[src/rtl/boot_rom_pkg.sv]
package boot_rom_pkg;

  typedef enum logic [1:0] {
    SEL_NONE = 2'd0,
    SEL_REG  = 2'd1,
    SEL_BOOT = 2'd2,
    SEL_ARR  = 2'd3
  } sel_e;

  typedef enum logic [1:0] {
    REG_CFG = 2'd0,
    REG_BHI = 2'd1,
    REG_BLO = 2'd2,
    REG_RSV = 2'd3
  } reg_e;

  // Strap decode: line 14 high keeps the block running.
  function automatic logic strap_stop(logic [15:0] d);
    return ~d[14];
  endfunction

  // Strap decode: emulation only when lines 13 and 10 are both low.
  function automatic logic strap_emul(logic [15:0] d);
    return ~(d[13] | d[10]);
  endfunction

  // Array content as a pure function of the word offset.
  function automatic logic [15:0] arr_word(logic [15:0] idx);
    logic [15:0] prod;
    prod = idx * 16'h0107;
    return prod ^ 16'hA5C3;
  endfunction

endpackage

[src/rtl/boot_rom_cfg.sv]
module boot_rom_cfg
  import boot_rom_pkg::*;
#(
  parameter int              ADDR_W   = 20,
  parameter logic [ADDR_W-1:0] BASE_RST = '0,
  parameter bit              LOCK_RST = 1'b0
) (
  input  logic              clk,
  input  logic              rst_n,
  input  logic [15:0]       strap,
  input  logic              wr_en,
  input  reg_e              wr_reg,
  input  logic [15:0]       wdata,
  output logic              stop_q,
  output logic              emul_q,
  output logic              lock_q,
  output logic [ADDR_W-1:0] base_q
);

  localparam int HI_W = ADDR_W - 16;

  logic [HI_W-1:0] hi_q;
  logic [15:0]     lo_q;

  always_ff @(posedge clk) begin
    if (!rst_n) begin
      stop_q <= strap_stop(strap);
      emul_q <= strap_emul(strap);
      lock_q <= LOCK_RST;
      hi_q   <= BASE_RST[ADDR_W-1:16];
      lo_q   <= BASE_RST[15:0];
    end else if (wr_en) begin
      case (wr_reg)
        REG_CFG: begin
          stop_q <= wdata[0];
          emul_q <= wdata[1];
          lock_q <= lock_q | wdata[2];
        end
        REG_BHI: if (!lock_q) hi_q <= wdata[HI_W-1:0];
        REG_BLO: if (!lock_q) lo_q <= wdata;
        default: ;
      endcase
    end
  end

  assign base_q = {hi_q, lo_q};

endmodule

[src/rtl/boot_rom_decode.sv]
module boot_rom_decode
  import boot_rom_pkg::*;
#(
  parameter int                ADDR_W   = 20,
  parameter int                ARR_AW   = 8,
  parameter logic [ADDR_W-1:0] REG_BASE = '0,
  parameter bit                BOOT_EN  = 1'b1
) (
  input  logic [ADDR_W-1:0]      addr,
  input  logic [ADDR_W-ARR_AW-1:0] base_top,
  input  logic                   stop,
  output sel_e                   sel,
  output reg_e                   reg_idx,
  output logic [1:0]             boot_idx,
  output logic [ARR_AW-1:0]      arr_idx
);

  logic reg_hit, boot_hit, arr_hit;

  assign reg_hit  = (addr[ADDR_W-1:2] == REG_BASE[ADDR_W-1:2]);
  assign boot_hit = BOOT_EN && (addr[ADDR_W-1:2] == '0);
  assign arr_hit  = (addr[ADDR_W-1:ARR_AW] == base_top);

  assign reg_idx  = reg_e'(addr[1:0]);
  assign boot_idx = addr[1:0];
  assign arr_idx  = addr[ARR_AW-1:0];

  always_comb begin
    if (reg_hit)               sel = SEL_REG;
    else if (stop)             sel = SEL_NONE;
    else if (boot_hit)         sel = SEL_BOOT;
    else if (arr_hit)          sel = SEL_ARR;
    else                       sel = SEL_NONE;
  end

endmodule

[src/rtl/boot_rom_array.sv]
module boot_rom_array
  import boot_rom_pkg::*;
#(
  parameter int ARR_AW = 8
) (
  input  logic [ARR_AW-1:0] idx,
  output logic [15:0]       word
);

  logic [15:0] ext;

  generate
    if (ARR_AW >= 16) begin : g_wide
      assign ext = idx[15:0];
    end else begin : g_narrow
      assign ext = {{(16-ARR_AW){1'b0}}, idx};
    end
  endgenerate

  assign word = arr_word(ext);

endmodule

[src/rtl/boot_rom_if.sv]
module boot_rom_if
  import boot_rom_pkg::*;
#(
  parameter int                ADDR_W   = 20,
  parameter int                ARR_AW   = 8,
  parameter logic [ADDR_W-1:0] REG_BASE = 20'hFF800,
  parameter logic [ADDR_W-1:0] BASE_RST = 20'h01000,
  parameter bit                BOOT_EN  = 1'b1,
  parameter bit                LOCK_RST = 1'b0,
  parameter logic [15:0]       BOOT_W0  = 16'h2700,
  parameter logic [15:0]       BOOT_W1  = 16'h0000,
  parameter logic [15:0]       BOOT_W2  = 16'h0001,
  parameter logic [15:0]       BOOT_W3  = 16'h0F00
) (
  input  logic              clk,
  input  logic              rst_n,
  input  logic [15:0]       reset_straps,
  input  logic              bus_req,
  input  logic              bus_wr,
  input  logic [ADDR_W-1:0] bus_addr,
  input  logic [15:0]       bus_wdata,
  output logic              bus_ack,
  output logic [15:0]       bus_rdata,
  output logic              emul_mode
);

  localparam int HI_W  = ADDR_W - 16;
  localparam int TOP_W = ADDR_W - ARR_AW;

  function automatic logic [15:0] boot_word(logic [1:0] i);
    case (i)
      2'd0:    return BOOT_W0;
      2'd1:    return BOOT_W1;
      2'd2:    return BOOT_W2;
      default: return BOOT_W3;
    endcase
  endfunction

  logic              stop_q, emul_q, lock_q;
  logic [ADDR_W-1:0] base_q;
  sel_e              sel;
  reg_e              reg_idx;
  logic [1:0]        boot_idx;
  logic [ARR_AW-1:0] arr_idx;
  logic [15:0]       arr_data;
  logic              reg_wr;
  logic              nxt_ack;
  logic [15:0]       nxt_data;
  logic [15:0]       reg_val;

  boot_rom_decode #(
    .ADDR_W  (ADDR_W),
    .ARR_AW  (ARR_AW),
    .REG_BASE(REG_BASE),
    .BOOT_EN (BOOT_EN)
  ) u_dec (
    .addr    (bus_addr),
    .base_top(base_q[ADDR_W-1:ARR_AW]),
    .stop    (stop_q),
    .sel     (sel),
    .reg_idx (reg_idx),
    .boot_idx(boot_idx),
    .arr_idx (arr_idx)
  );

  assign reg_wr = bus_req && bus_wr && (sel == SEL_REG) && (reg_idx != REG_RSV);

  boot_rom_cfg #(
    .ADDR_W  (ADDR_W),
    .BASE_RST(BASE_RST),
    .LOCK_RST(LOCK_RST)
  ) u_cfg (
    .clk   (clk),
    .rst_n (rst_n),
    .strap (reset_straps),
    .wr_en (reg_wr),
    .wr_reg(reg_idx),
    .wdata (bus_wdata),
    .stop_q(stop_q),
    .emul_q(emul_q),
    .lock_q(lock_q),
    .base_q(base_q)
  );

  boot_rom_array #(.ARR_AW(ARR_AW)) u_arr (
    .idx (arr_idx),
    .word(arr_data)
  );

  always_comb begin
    case (reg_idx)
      REG_CFG: reg_val = {13'b0, lock_q, emul_q, stop_q};
      REG_BHI: reg_val = {{(16-HI_W){1'b0}}, base_q[ADDR_W-1:16]};
      REG_BLO: reg_val = base_q[15:0];
      default: reg_val = '0;
    endcase
  end

  always_comb begin
    nxt_ack  = 1'b0;
    nxt_data = '0;
    if (bus_req) begin
      case (sel)
        SEL_REG: begin
          nxt_ack  = (reg_idx != REG_RSV);
          nxt_data = (bus_wr || reg_idx == REG_RSV) ? 16'h0 : reg_val;
        end
        SEL_BOOT: begin
          nxt_ack  = !bus_wr;
          nxt_data = bus_wr ? 16'h0 : boot_word(boot_idx);
        end
        SEL_ARR: begin
          nxt_ack  = !bus_wr;
          nxt_data = bus_wr ? 16'h0 : arr_data;
        end
        default: ;
      endcase
    end
  end

  always_ff @(posedge clk) begin
    if (!rst_n) begin
      bus_ack   <= 1'b0;
      bus_rdata <= '0;
    end else begin
      bus_ack   <= nxt_ack;
      bus_rdata <= nxt_data;
    end
  end

  assign emul_mode = emul_q;

  // Unused-width guard: TOP_W must leave a nonempty compare field.
  initial begin
    if (TOP_W < 1 || HI_W < 1) $error("boot_rom_if: bad ADDR_W/ARR_AW");
  end

endmodule

[config.mk]
export PLATFORM = sky130hd
export DESIGN_NAME = boot_rom_if
export DESIGN_NICKNAME = d
export VERILOG_FILES = /design/src/rtl/boot_rom_pkg.sv /design/src/rtl/boot_rom_cfg.sv /design/src/rtl/boot_rom_decode.sv /design/src/rtl/boot_rom_array.sv /design/src/rtl/boot_rom_if.sv
export SDC_FILE = /design/constraint.sdc
export NUM_CORES = 1
export LEC_CHECK = 0
export CORE_MARGIN = 2
export CORE_UTILIZATION = 40
export CTS_CLUSTER_DIAMETER = 80
export DETAILED_ROUTE_END_ITERATION = 10
export PLACE_DENSITY = 0.69
export SLEW_MARGIN = 5
export SYNTH_ARGS = -nofsm -noshare
export SYNTH_HDL_FRONTEND = slang
export SYNTH_SLANG_ARGS = --single-unit
export TNS_END_PERCENT = 5
[constraint.sdc]
create_clock -name clk -period 3.8 [get_ports clk]
set_clock_uncertainty 0.05 [all_clocks]
set_input_delay 0.95 -clock clk [delete_from_list [all_inputs] [get_ports clk]]
set_output_delay 0.95 -clock clk [all_outputs]
set_load 0.01 [all_outputs]
==> impl_metrics.toml, run 1 <==
[route]
drt.antenna.violating_nets = 0
first_iter_violations = 145
drt_first_pass_iters = 5
wl_per_cell_um = 15.5
totalWireLength_mm = 8.22
via_per_inst = 5.17
via_count = 2752
route.detailed.drc = 0

[global_route]
grt_util_met2 = 0.345
antenna_found_initial = 0
grt_pass1_wl_mm = 13.6
top_usage_layer = "met2"
use_met1 = 0.265
track_usage = 0.204
grt_pass1_vias = 2889
grt_max_degree = 30
gr-usage-met3 = 0.0315
grt-ovfl-total = 0

[synth]
synth_cell_types = 51
synth_edf_count = 2
yosys-top-cells-area = "dfxtp_1, ha_1, mux2i_1"
synth_fp_nets = 435
synth_cells = 330
synth.top_cell.area_share = 0.248
syn_area_sq_um = 3060
yosysWarnings = 0
async_flop_share = 0
synth_top_area_cell = "dfxtp_1"
yosys-top-cells-count = "ha_1, dfxtp_1, nand2_1"
syn_avg_cell_area_sq_um = 9.28
yosysSeqAreaShare = 0.268
synth-seq-cells = 40
yosysMostFrequentCell = "ha_1"
synth-main-ff-cell = "dfxtp_1"

[worst_setup_path]
end_kind = "register"
r2r_slack_ns = 1.62
critPathArrivalTime_ns = 3.89
r2r_cells = 6
cp-start-kind = "input pin"
path_max_fanout = 4
critPathRequiredTime_ns = 3.99
r2r-start = "u_cfg.lo_q[13]"
rr_endpoint = "bus_rdata[8]"
startpoint = "bus_addr[5]"
crit_path_end = "bus_rdata[13]"
worstSetupPathType = "in -> reg"

[die]
dieArea_sq_um = 8370
ios = 74
die_y_um = 91.5
die_w_um = 91.5
core_area_sq_um = 7330
core.rowCount = 31
start_util = 0.418

[clocking]
cts-root-buf = "clkbuf_8"
cts_buffer_depth = 2
cts_hold_buf = 0
cts.sinks = 40
cts_max_level = 2
clk_latency_ns = 0.31
cts_buffers = 5
path_clk_slew_ns = 0.09
cts_tree = "done"

[worst_hold_path]
hold_path_class = "reg -> reg"

[sta]
relSlewSlack = 0.616
worst_pin_slew_ns = 0.576
finalSetupViolCount = 0
slew_violations = 0
min_period_over_period = 0.974
period_needed_ns = 3.70
hold_violations = 0
max_freq_mhz = 270

[pwr]
p_seq_frac = 0.312
p_int_w = 0.000942
pwr_density_cell_nw_per_um2 = 311
clockPowerShare = 0.265
peakVddDrop_mv = 0.199
combPwrFrac = 0.424
p_leak_nw = 1.91
power.switching_w = 0.000424
switching_share = 0.310

[placement]
place.gp.congestion = 0.937
placed_cell_area_sq_um = 4110
port_buffers = 60
hpwl_mm = 6.65
dp_cells = 523

[layout]
final_cell_area_sq_um = 4400
drive_gt1_frac = 0.249
area_delta_synth_final_pct = 43.7
instances_no_fill = 532
fin_nets = 537
diodes = 0

[run_status]
status = "finished clean"

[job]
drv_cap = 0
final cells by class:
| cell class | count | area [sq um] |
|---|---|---|
| Clock inverter | 3 | 46.3 |
| Timing Repair Buffer | 107 | 951 |
| Multi-Input combinational cell | 252 | 2290 |
| Clock buffer | 5 | 68.8 |
| Inverter | 26 | 101 |
| Fill cell | 639 | 2930 |
| Tap cell | 99 | 124 |
| Sequential cell | 40 | 821 |
registers in the layout, indices dropped and copies added (netlist names):
register      cells
u_cfg.stop_q      1
bus_ack           1
u_cfg.hi_q        4
bus_rdata        16
u_cfg.lock_q      1
u_cfg.emul_q      1
u_cfg.lo_q       16
metrics by stage:
step	setup slack [ns]	util	TNS (ns)	hold WS (ns)	total power (W)
detailed placement	-0.806	0.560	-6.47	0.413	0.000923
global placement	-0.756	0.560	-6.11	0.400	0.000913
global route	-0.0150	0.600	-0.0244	0.463	0.00145
finish	0.100	0.600	0	0.423	0.00137
floorplan	-0.0626	-	-0.118	0.388	0.000721
CTS	0.00228	0.589	0	0.425	0.00132
power by group through the flow:
stage                     logic, W  registers, W  clock network (W)
after detailed placement  0.000487      0.000436                  0
after global routing      0.000636      0.000426           0.000385
after CTS                 0.000529      0.000426           0.000366
final                     0.000579      0.000426           0.000362
after global placement    0.000477      0.000436                  0
after floorplan           0.000285      0.000436                  0
what timing repair did:
action | 4_1_cts | 5_1_grt
endpoints found under the setup margin | 9 | 8
buffers inserted | 1 | 0
gates resized for setup | 38 | 29
pin swaps | 17 | 18
gates cloned | 0 | 0
worst min-delay path by stage:
stage,start,end,slack [ns],cells after the start
3_3_place_gp,u_cfg.lo_q[1],u_cfg.lo_q[1],0.40,2
3_5_place_dp,u_cfg.lo_q[0],u_cfg.lo_q[0],0.41,2
4_1_cts,u_cfg.lo_q[0],u_cfg.lo_q[0],0.42,2
2_1_floorplan,u_cfg.lo_q[0],u_cfg.lo_q[0],0.39,2
6_report,u_cfg.lo_q[2],u_cfg.lo_q[2],0.42,2
5_1_grt,u_cfg.lo_q[1],u_cfg.lo_q[1],0.46,2
worst max-delay path, cell delays in order:
cell and delay, ns:
clkbuf_2 0.10, inv_2 0.04, fa_1 0.54, inv_1 0.05, ha_2 0.18, fa_2 0.56
ha_4 0.21, ha_4 0.25, and4_1 0.19, o2111a_2 0.16, o31ai_4 0.27, and3_4 0.22
o21ai_2 0.05, a21oi_1 0.12
cell usage in the layout, fill, tap and decap left out, types with 3 or more instances in the layout:
cell	netlist	layout
buf_6	2	5
a21o_1	5	5
clkbuf_8	0	5
nor2b_1	14	13
dfxtp_1	38	38
a22oi_1	8	8
buf_4	1	42
ha_1	41	26
ha_4	0	12
xnor2_1	3	3
xor2_1	15	15
o21ai_1	2	3
nand4_1	4	4
nand2_1	32	32
o21ai_0	6	3
mux2i_1	24	24
fa_1	8	6
nor3_1	5	5
inv_1	26	17
clkbuf_2	0	4
nor2_1	11	11
a21oi_1	17	14
a222oi_1	4	4
inv_2	0	8
nand3_1	7	7
nand2b_1	5	5
ha_2	0	3
a31oi_1	4	4
clkdlybuf4s50_1	0	52
nor4_1	5	5
kinds of logic after synthesis:
group                      count (synthesis)  share of synthesized area
adders and majority gates                 49                      0.220
buffers and inverters                     38                     0.0597
DFF                                       40                      0.268
muxes                                     24                     0.0785
xor gates and xnor gates                  18                     0.0515
and+or+nand+nor                          103                      0.194
AOI/OAI and AO/OA                         58                      0.128
metal layers:
metal / wire length (um) / vias up
met1: 3810 / 1305
met3: 276 / 12
met4: 135 / 0
met5: 0 / -
li1: - / 1374
met2: 4010 / 61
Note: power is estimated with default switching activity, not from simulation.
==> run 2: changes to the inputs <==
--- a/config.mk
+++ b/config.mk
@@ -6,10 +6,10 @@
 export NUM_CORES = 1
 export LEC_CHECK = 0
 export CORE_MARGIN = 2
-export CORE_UTILIZATION = 40
+export CORE_UTILIZATION = 30
 export CTS_CLUSTER_DIAMETER = 80
 export DETAILED_ROUTE_END_ITERATION = 10
-export PLACE_DENSITY = 0.69
+export PLACE_DENSITY = 0.55
 export SLEW_MARGIN = 5
 export SYNTH_ARGS = -nofsm -noshare
 export SYNTH_HDL_FRONTEND = slang
==> constraint.sdc (replaced) <==
create_clock -name clk -period 3.8 [get_ports clk]
set_clock_uncertainty 0.05 [all_clocks]
set_input_delay 0.76 -clock clk [delete_from_list [all_inputs] [get_ports clk]]
set_output_delay 0.76 -clock clk [all_outputs]
set_load 0.01 [all_outputs]
==> impl_metrics.toml, run 2 (synthesis results as in run 1) <==
[clocking]
cts-root-buf = "clkbuf_8"
cts_tree = "done"
path_clk_slew_ns = 0.08
cts.sinks = 40
cts_max_level = 2
cts_buffers = 5
clk_latency_ns = 0.30
cts_buffer_depth = 2

[route]
via_count = 2687
drt.antenna.violating_nets = 0
drt_first_pass_iters = 4
wl_per_cell_um = 14.9
route.detailed.drc = 0
totalWireLength_mm = 8.43
first_iter_violations = 109
via_per_inst = 4.76

[worst_hold_path]
hold_path_class = "reg -> reg"

[die]
ios = 74
dieArea_sq_um = 11000
core_area_sq_um = 9820
die_w_um = 105
start_util = 0.312
die_y_um = 105
core.rowCount = 36

[global_route]
antenna_found_initial = 0
grt_pass1_wl_mm = 13.9
grt_max_degree = 30
track_usage = 0.161
grt-ovfl-total = 0
grt_pass1_vias = 2791

[worst_setup_path]
r2r-start = "u_cfg.lo_q[15]"
cp-start-kind = "input pin"
cpMostUsedCell = "ha_1"
critPathArrivalTime_ns = 3.80
path_cells = "dlygate4sd2_1 > inv_2 > fa_1 > inv_1 > ha_1 > fa_1 > ha_1 > ha_1 > buf_4 > buf_4 > nand2b_4 > a31oi_2 > xnor2_1 > a222oi_1 > nor2_1"
crit_cells = 15
crit_path_end = "bus_rdata[11]"
r2r_cells = 6
startpoint = "bus_addr[6]"
r2r_slack_ns = 1.67
cp_top_family = "adder cells"
worstSetupPathType = "in -> reg"
rr_endpoint = "bus_rdata[9]"
path_max_fanout = 4
path_buf_inv = 5
cp_slowest_cell = "fa_1"
cp_slowest_stage_delay_ns = 0.51
end_kind = "register"
critPathRequiredTime_ns = 3.92

[placement]
placed_cell_area_sq_um = 4070
place.gp.congestion = 0.863
hpwl_mm = 6.87
port_buffers = 60
dp_slack_ns = -0.657

[sta]
relSlewSlack = 0.583
min_period_over_period = 0.967
max_freq_mhz = 272
layout_setup_ws_ns = 0.126
worst_pin_slew_ns = 0.625
period_needed_ns = 3.67
slew_violations = 0
finalSetupViolCount = 0
hold_violations = 0

[layout]
area_delta_synth_final_pct = 43.7
diodes = 0
fin_nets = 536
mostFrequentLayoutCell = "clkdlybuf4s50_1"
mostFrequentLayoutCells = "clkdlybuf4s50_1, buf_4, dfxtp_1, nand2_1, ha_1"
reg.largest.list = "bus_rdata (16), u_cfg.lo_q (16), u_cfg.hi_q (4)"
final_cell_area_sq_um = 4400
drive_gt1_frac = 0.215

[pwr]
p_int_w = 0.000913
combPwrFrac = 0.417
power.switching_w = 0.000414
p_leak_nw = 1.93
pwr_density_cell_nw_per_um2 = 302
peakVddDrop_mv = 0.134
p_seq_frac = 0.321
switching_share = 0.312
clockPowerShare = 0.262

[job]
drv_cap = 0

[run_status]
status = "finished clean"
run 2: cell count changes in the layout (fill, tap and decap cells not counted), sizes merged:
cell           delta
clkbuf            -4
dlygate4sd2       +3
dlymetal6s2s      +1
clkinvlp          -1
clkdlybuf4s15     +3
buf               -4
clkinv            +1
run 2: worst min path at each step:
stage                     depth (start not counted)            end  slack [ns]           from
after floorplan                                   2  u_cfg.lo_q[0]        0.39  u_cfg.lo_q[0]
after global placement                            2  u_cfg.lo_q[2]        0.40  u_cfg.lo_q[2]
after detailed placement                          2  u_cfg.lo_q[2]        0.42  u_cfg.lo_q[2]
after CTS                                         2  u_cfg.lo_q[2]        0.43  u_cfg.lo_q[2]
after global routing                              2  u_cfg.lo_q[1]        0.46  u_cfg.lo_q[1]
final                                             2  u_cfg.lo_q[2]        0.43  u_cfg.lo_q[2]
run 2: power by group through the flow:
stage          logic (W)  registers (W)  clock network (W)
2_1_floorplan   0.000249       0.000436                  0
3_3_place_gp    0.000455       0.000436                  0
3_5_place_dp    0.000462       0.000436                  0
4_1_cts         0.000518       0.000426           0.000358
5_1_grt         0.000607       0.000426           0.000374
6_report        0.000553       0.000426           0.000348
run 2: through the flow:
step	power (W)	util	hold slack, ns	std cells	setup TNS, ns
after detailed placement	0.000898	0.415	0.419	553	-4.52
after CTS	0.00130	0.440	0.430	565	0
final	0.00133	0.448	0.429	565	0
after global routing	0.00141	0.448	0.464	565	-0.0293
after floorplan	0.000684	-	0.388	330	0
after global placement	0.000891	0.415	0.403	553	-4.35
run 2: per-layer routing:
metal / part of all wire / vias to the layer above / global-route usage
li1: - / 1369 / -
met1: 0.46 / 1227 / 0.213
met2: 0.45 / 83 / 0.265
met3: 0.070 / 8 / 0.0343
met4: 0.016 / 0 / 0.0400
met5: 0 / - / 0
run 2: tightest hold or removal path, stage by stage, from the launching register on:
cell,delay (ns)
dfxtp_1,0.32
nand2_1,0.06
mux2i_1,0.06
run 2: layout make-up:
cell class | count | area, sq um
timing repair buffer | 106 | 956
inverter | 26 | 97.6
sequential | 40 | 821
clock buffer | 5 | 68.8
fill | 972 | 5420
clock inverter | 3 | 42.5
tap | 133 | 166
multi-input combinational | 252 | 2250
run 2: timing repair:
action | 4_1_cts | 5_1_grt
resized for setup | 29 | 16
hold buffers | 0 | 0
pin swaps | 11 | 9
setup buffers | 4 | 0
setup endpoints to repair | 9 | 8
==> run 3: changes to the inputs <==
--- a/config.mk
+++ b/config.mk
@@ -9,6 +9,7 @@
 export CORE_UTILIZATION = 30
 export CTS_CLUSTER_DIAMETER = 80
 export DETAILED_ROUTE_END_ITERATION = 10
+export HOLD_SLACK_MARGIN = 0.12
 export PLACE_DENSITY = 0.55
 export SLEW_MARGIN = 5
 export SYNTH_ARGS = -nofsm -noshare
==> results of run 3 <==
Same layout as run 2: the final DEF is identical, and so are final timing and power.
